==> config.mk <==
export PLATFORM = sky130hd
export DESIGN_NAME = pix_edge_fir
export DESIGN_NICKNAME = d
export VERILOG_FILES = /design/src/rtl/pix_edge_pkg.sv /design/src/rtl/pef_coef_bank.sv /design/src/rtl/pef_window.sv /design/src/rtl/pef_mac.sv /design/src/rtl/pix_edge_fir.sv
export SDC_FILE = /design/constraint.sdc
export NUM_CORES = 1
export LEC_CHECK = 0
export BUFFER_PORTS_ARGS = -buffer_cell sky130_fd_sc_hd__buf_2
export CAP_MARGIN = 20
export CORE_UTILIZATION = 45
export DETAILED_ROUTE_END_ITERATION = 10
export HOLD_SLACK_MARGIN = 0.08
export SLEW_MARGIN = 0
export SYNTH_ARGS = -nofsm -noshare
export SYNTH_HDL_FRONTEND = slang
export SYNTH_HIERARCHICAL = 1
export SYNTH_SLANG_ARGS = --single-unit
==> constraint.sdc <==
create_clock -name clk -period 6.9 [get_ports clk]
set_input_delay 0.69 -clock clk [delete_from_list [all_inputs] [get_ports clk]]
set_output_delay 0.69 -clock clk [all_outputs]
set_load 0.1 [all_outputs]
==> src/rtl/pix_edge_pkg.sv <==
package pix_edge_pkg;
  localparam int PIX_W   = 8;
  localparam int CF_W    = 8;
  localparam int CF_FRAC = CF_W - 1;
  localparam int NTAP    = 3;
  localparam int ADDR_W  = $clog2(NTAP + 1);
  localparam int ACC_W   = PIX_W + CF_W + 2;

  // tap slots: fixed order that the coefficient address map decodes
  localparam int TAP_NXT = 0;
  localparam int TAP_CUR = 1;
  localparam int TAP_PRV = 2;

  localparam logic [CF_W-1:0]         CF_NEAR_ONE = {1'b0, {(CF_W-1){1'b1}}};
  localparam logic signed [ACC_W-1:0] RND_K       = ACC_W'(1) <<< (CF_FRAC - 1);
  localparam logic signed [ACC_W-1:0] PIX_MAX_S   = ACC_W'((1 << PIX_W) - 1);

  typedef logic [NTAP-1:0][PIX_W-1:0] tap_vec_t;
  typedef logic [NTAP-1:0][CF_W-1:0]  coef_vec_t;

  function automatic logic [CF_W-1:0] pef_coef_rst(input int k);
    return (k == TAP_CUR) ? CF_NEAR_ONE : '0;
  endfunction

  // unsigned pixel times signed fixed-point weight, full precision
  function automatic logic signed [ACC_W-1:0] pef_tap_prod(
      input logic [PIX_W-1:0] px, input logic [CF_W-1:0] cf);
    logic signed [ACC_W-1:0] a, b;
    a = $signed({{(ACC_W-PIX_W){1'b0}}, px});
    b = $signed({{(ACC_W-CF_W){cf[CF_W-1]}}, cf});
    return a * b;
  endfunction

  // add half an LSB, drop the fraction, saturate to the pixel range
  function automatic logic [PIX_W-1:0] pef_round_clamp(
      input logic signed [ACC_W-1:0] acc);
    logic signed [ACC_W-1:0] r;
    r = (acc + RND_K) >>> CF_FRAC;
    if (r < 0)              return '0;
    else if (r > PIX_MAX_S) return '1;
    else                    return r[PIX_W-1:0];
  endfunction
endpackage

==> src/rtl/pef_coef_bank.sv <==
module pef_coef_bank
  import pix_edge_pkg::*;
(
  input  logic              clk,
  input  logic              rst_n,
  input  logic              cfg_we,
  input  logic [ADDR_W-1:0] cfg_addr,
  input  logic [CF_W-1:0]   cfg_wdata,
  output coef_vec_t         coef
);
  for (genvar k = 0; k < NTAP; k++) begin : g_coef
    logic hit;
    assign hit = cfg_we && (cfg_addr == ADDR_W'(k));
    always_ff @(posedge clk) begin
      if (!rst_n)   coef[k] <= pef_coef_rst(k);
      else if (hit) coef[k] <= cfg_wdata;
    end
  end
endmodule

==> src/rtl/pef_window.sv <==
module pef_window
  import pix_edge_pkg::*;
(
  input  logic             clk,
  input  logic             rst_n,
  input  logic             in_vld,
  input  logic             in_sol,
  input  logic             in_eol,
  input  logic [PIX_W-1:0] in_pix,
  output logic             fire,
  output tap_vec_t         taps,
  output logic             cur_sol,
  output logic             cur_eol
);
  logic             primed;
  logic [PIX_W-1:0] s_cur, s_prv;

  // a centre pixel is ready once its right neighbour arrives
  assign fire = in_vld && primed;

  always_comb begin
    taps[TAP_CUR] = s_cur;
    taps[TAP_NXT] = cur_eol ? s_cur : in_pix;
    taps[TAP_PRV] = cur_sol ? s_cur : s_prv;
  end

  always_ff @(posedge clk) begin
    if (!rst_n) begin
      primed  <= 1'b0;
      s_cur   <= '0;
      s_prv   <= '0;
      cur_sol <= 1'b0;
      cur_eol <= 1'b0;
    end else if (in_vld) begin
      primed  <= 1'b1;
      s_prv   <= s_cur;
      s_cur   <= in_pix;
      cur_sol <= in_sol;
      cur_eol <= in_eol;
    end
  end
endmodule

==> src/rtl/pef_mac.sv <==
module pef_mac
  import pix_edge_pkg::*;
(
  input  tap_vec_t         taps,
  input  coef_vec_t        coef,
  output logic [PIX_W-1:0] y
);
  logic signed [ACC_W-1:0] prod [NTAP];
  logic signed [ACC_W-1:0] acc;

  for (genvar k = 0; k < NTAP; k++) begin : g_prod
    assign prod[k] = pef_tap_prod(taps[k], coef[k]);
  end

  always_comb begin
    acc = '0;
    for (int k = 0; k < NTAP; k++) acc = acc + prod[k];
  end

  assign y = pef_round_clamp(acc);
endmodule

==> src/rtl/pix_edge_fir.sv <==
module pix_edge_fir
  import pix_edge_pkg::*;
(
  input  logic              clk,
  input  logic              rst_n,
  input  logic              cfg_we,
  input  logic [ADDR_W-1:0] cfg_addr,
  input  logic [CF_W-1:0]   cfg_wdata,
  input  logic              filt_en,
  input  logic              in_vld,
  input  logic              in_sol,
  input  logic              in_eol,
  input  logic [PIX_W-1:0]  in_pix,
  output logic              out_vld,
  output logic              out_sol,
  output logic              out_eol,
  output logic [PIX_W-1:0]  out_pix
);
  coef_vec_t        coef;
  tap_vec_t         taps;
  logic             win_fire;
  logic             cur_sol, cur_eol;
  logic [PIX_W-1:0] filt_y;
  logic [PIX_W-1:0] tap_cur;

  assign tap_cur = taps[TAP_CUR];

  pef_coef_bank u_coef (
    .clk, .rst_n, .cfg_we, .cfg_addr, .cfg_wdata, .coef
  );

  pef_window u_win (
    .clk, .rst_n, .in_vld, .in_sol, .in_eol, .in_pix,
    .fire(win_fire), .taps, .cur_sol, .cur_eol
  );

  pef_mac u_mac (.taps, .coef, .y(filt_y));

  always_ff @(posedge clk) begin
    if (!rst_n) begin
      out_vld <= 1'b0;
      out_sol <= 1'b0;
      out_eol <= 1'b0;
      out_pix <= '0;
    end else if (win_fire) begin
      out_vld <= 1'b1;
      out_sol <= cur_sol;
      out_eol <= cur_eol;
      out_pix <= filt_en ? filt_y : tap_cur;
    end else begin
      out_vld <= 1'b0;
      out_sol <= 1'b0;
      out_eol <= 1'b0;
    end
  end
endmodule

==> summary.md <==
| Metric | Value |
|---|---|
| Placement Cell Area | around 10000 µm² |
| Critical path type | reg2reg |
| Met2 Resource Use GR | approximately two fifths |
| Worst reg2reg path startpoint | u_win/cur_sol$_SDFFE_PN0P_ |
| Clk sinks | 54 |
| First-pass iteration count of the detailed router | 5 |
| Dpl hpwl | 19.21 mm |
| Cell taking the most area after synthesis | fa_1 |
| GRT overflow | 0 |
| Post-Layout Cell Count | 1325 |
| Final nets | 1346 |
| Final core occ | 50.73% |
| CTS tree | done |
| Setup Skew | 9.803 ps |
| Worst min path class | reg2reg |
| Final Cell Area | about 10000 µm² |
| Worst path required time | 7140 ps |
| Clock share of power | 15.3% |
| Worst-path cell chain | buf_12 -> mux2_4 -> and2_1 -> fa_1 -> inv_1 -> fa_1 -> inv_1 -> fa_1 -> fa_1 -> fa_1 -> fa_1 -> inv_1 -> fa_1 -> inv_1 -> ha_1 -> nand4_1 -> a211o_1 -> buf_4 -> a21oi_4 -> o21ai_0 -> a22o_2 -> a21oi_2 -> mux2i_1 -> a21oi_1 |
| Fmax | ~150 MHz |
| Final period utilization | 96.68% |
| Reg2Reg Depth | 24 |
| Hold WS | 450.8 ps |
| Reg-to-reg endpoint | out_pix[7]$_SDFFE_PN0P_ |
| GRT Overall Usage | about a quarter |
| Syn Inst Count | between 900 and 1000 |
| Critical Path Most Common Cell | fa_1 |
| Met1 Usage GRT | a little under a third |
| Synthesis-stage register bit count | 54 |
| Clock transition at path regs | 80 ps |
| IO Count | 36 |
| Slew Limit Headroom | roughly three fifths |
| Largest net degree at the start of global routing | between 60 and 70 |
| Synth Area per Inst | 9.383 µm² |
| Sw Ratio | 44.89% |
| Primary FF master, synth | dfxtp_1 |
| First-pass GRT wire length | 38.41 mm |
| Synth-to-Final Area Change | 10.16% |
| Syn Nets | between 1000 and 1500 |
| Floorplan row count | 52 |
| Worst Max-Slew Pin Slew | 610.0 ps |
| DIE WIDTH | 145.9 µm |
| Bufs on Longest Clock Path | 2 |
| R2R setup slack | 230 ps |
| Most used routing layer | met2 |
| P_leak | 5.411 nW |
| Hold_buf cts | 0 |
| Final min period | 6671 ps |
| End of the critical path | out_pix[7]$_SDFFE_PN0P_ |
| Initial Utilization | around 46% |
| Initial DRC Count | around 270 |
| Register area share after synthesis | 11.60% |
| Final Hold Vio Count | 0 |
| Combinational share of power | 67.2% |
| Root buf cell | clkbuf_16 |
| Async SR Flop Fraction | 0% |
| Sequential share of power | ~18% |
| Max Cap Violations | 0 |
| Die H | 145.9 µm |
| Status | finished, final reports clean |
| Vias | approximately 6600 |
| CP peak stage delay | about 580 ps |
| Setup crit end kind | register |
| Synth top area cells | fa_1, ha_1, dfxtp_1, inv_1, and2_1 |
| Startpoint Class | register |
| Crit path from | u_win/cur_sol$_SDFFE_PN0P_ |
| Layout cells sized above 1 | between 10% and 20% |
| Vias in the first global route | 7181 |
| Grt met3 use | under 10% |
| ANT nets after route | 0 |
| Distinct cells, synth | 45 |
| Max IR drop VDD | around 0.12 mV |
| Internal | 1.102 mW |
| Synth warnings | 6 |
| Post-synth EDFFs | 0 |
| Remaining DRCs | 0 |
| Setup ws final | around 230 ps |
| Arr. time, crit path | between 6000 and 7000 ps |
| Later-pin clock latency in the skew report | roughly 310 ps |
| CP max FO | 10 |
| RSZ-0062 raised after global routing | yes |
| Initial antenna violation count | 0 |
| Via density | between 4 and 5 |
| Wirelength per Cell | between 15 and 20 µm |
| Final-layout fill cell count | 1969 |
| Slowest cell on the critical path | fa_1 |
| Ant. Diodes | 0 |
| Post-Route WL | ~23 mm |
| Most common cell after layout, fill and taps aside | inv_1 |
| PortBufs | 35 |
| Psw | 897.3 µW |
| Pwr per Cell Area | ~190 nW/µm² |
| Post-place setup slack | -69.97 ps |
| GPL Wtd Cong | just under 0.9 |
| Dpl cells | about 1300 |
| Synthesized area | 9318 µm² |
| CTS H-tree depth | 2 |
| Synth top area share | a little over a third |
| Core area | ~20000 µm² |
| Final setup fails | 0 |
| CTS Buf Count | 5 |
| Die Footprint | around 21000 µm² |
| Final Slew Violations | 0 |
| Commonest non-fill, non-tap cells in the layout | inv_1, fa_1, nand2_1 |
==> power groups by stage <==
stage                     Combinational [mW]  Sequential (mW)  Clock [mW]
after floorplan                        0.895            0.381           0
after global placement                  1.27            0.358           0
after detailed placement                1.28            0.358           0
after CTS                               1.29            0.350       0.312
after global routing                    1.53            0.353       0.328
final                                   1.34            0.351       0.305
==> registers in the layout, indices dropped and copies added (netlist names), 8 cells and up <==
signal and cells:
out_pix 8, u_coef/coef 24, u_win/s_cur 8, u_win/s_prv 8
==> cell type report <==
type,instances,area [µm²],area share [%]
clock buffer,5,125.1,1.219
clock inverter,3,47.55,0.4632
inverter,241,904.6,8.813
multi-input combinational,680,7297,71.09
sequential,54,1084,10.56
tap,270,337.8,3.291
timing repair buffer,72,469.2,4.571
==> worst min path at each step <==
stage,depth (start not counted),slack (ps),end,from
3_5_place_dp,1,440,u_win/primed$_SDFFE_PN0P_,u_win/primed$_SDFFE_PN0P_
5_1_grt,1,470,u_win/primed$_SDFFE_PN0P_,u_win/primed$_SDFFE_PN0P_
2_1_floorplan,1,420,u_win/primed$_SDFFE_PN0P_,u_win/primed$_SDFFE_PN0P_
4_1_cts,1,460,u_win/primed$_SDFFE_PN0P_,u_win/primed$_SDFFE_PN0P_
6_report,1,450,u_win/primed$_SDFFE_PN0P_,u_win/primed$_SDFFE_PN0P_
3_3_place_gp,1,430,u_win/primed$_SDFFE_PN0P_,u_win/primed$_SDFFE_PN0P_
==> metrics by stage <==
| stage | setup TNS [ps] | power [mW] |
|---|---|---|
| detailed placement | -270.2 | 1.642 |
| finish | 0 | 1.999 |
| global placement | 0 | 1.625 |
| global route | -68.63 | 2.209 |
| CTS | 0 | 1.952 |
| floorplan | 0 | 1.277 |
==> cells in the mapped netlist, drive strengths merged (7+ instances only) <==
master,number
dfxtp,54
buf,14
o211ai,8
xnor2,9
and2,101
ha,102
nor2b,20
a21oi,26
mux2i,45
nand4b,7
nand2,105
o21ai,12
inv,240
mux2,16
nor2,23
nand2b,9
fa,165
==> logic make-up (layout without fill, tap and decap cells) <==
kind of cell | Yosys count | after routing | synth area share, %
and+or+nand+nor | 281 | 281 | 15.95
adders and majority gates | 267 | 267 | 49.15
buffers and inverters | 259 | 321 | 11.13
muxes | 61 | 61 | 6.768
AOI/OAI and AO/OA | 58 | 58 | 4.176
DFF | 54 | 54 | 11.60
xor gates and xnor gates | 13 | 13 | 1.222
==> worst max-delay path, delay by kind of cell (launching register included) <==
family | cells | cell delay, ps
adders and majority gates | 8 | 3790
AOI/OAI and AO/OA | 6 | 1170
buffers and inverters | 6 | 510
muxes | 2 | 470
DFF | 1 | 350
and+or+nand+nor | 2 | 300
==> timing repair <==
action | in CTS | in global routing
gates resized for setup | 0 | 23
setup endpoints to repair | 0 | 8
hold endpoints to repair | 0 | 0
buffers inserted | 0 | 1
==> per-layer routing <==
layer | wire length [µm] | part of all wire [%] | up-vias
met5 | 0 | 0 | -
met4 | 500 | 2.1 | 0
met3 | 772 | 3.3 | 27
met2 | 11480 | 49 | 127
met1 | 10510 | 45 | 3308
li1 | - | - | 3134
Note: power is estimated with default switching activity, not from simulation.
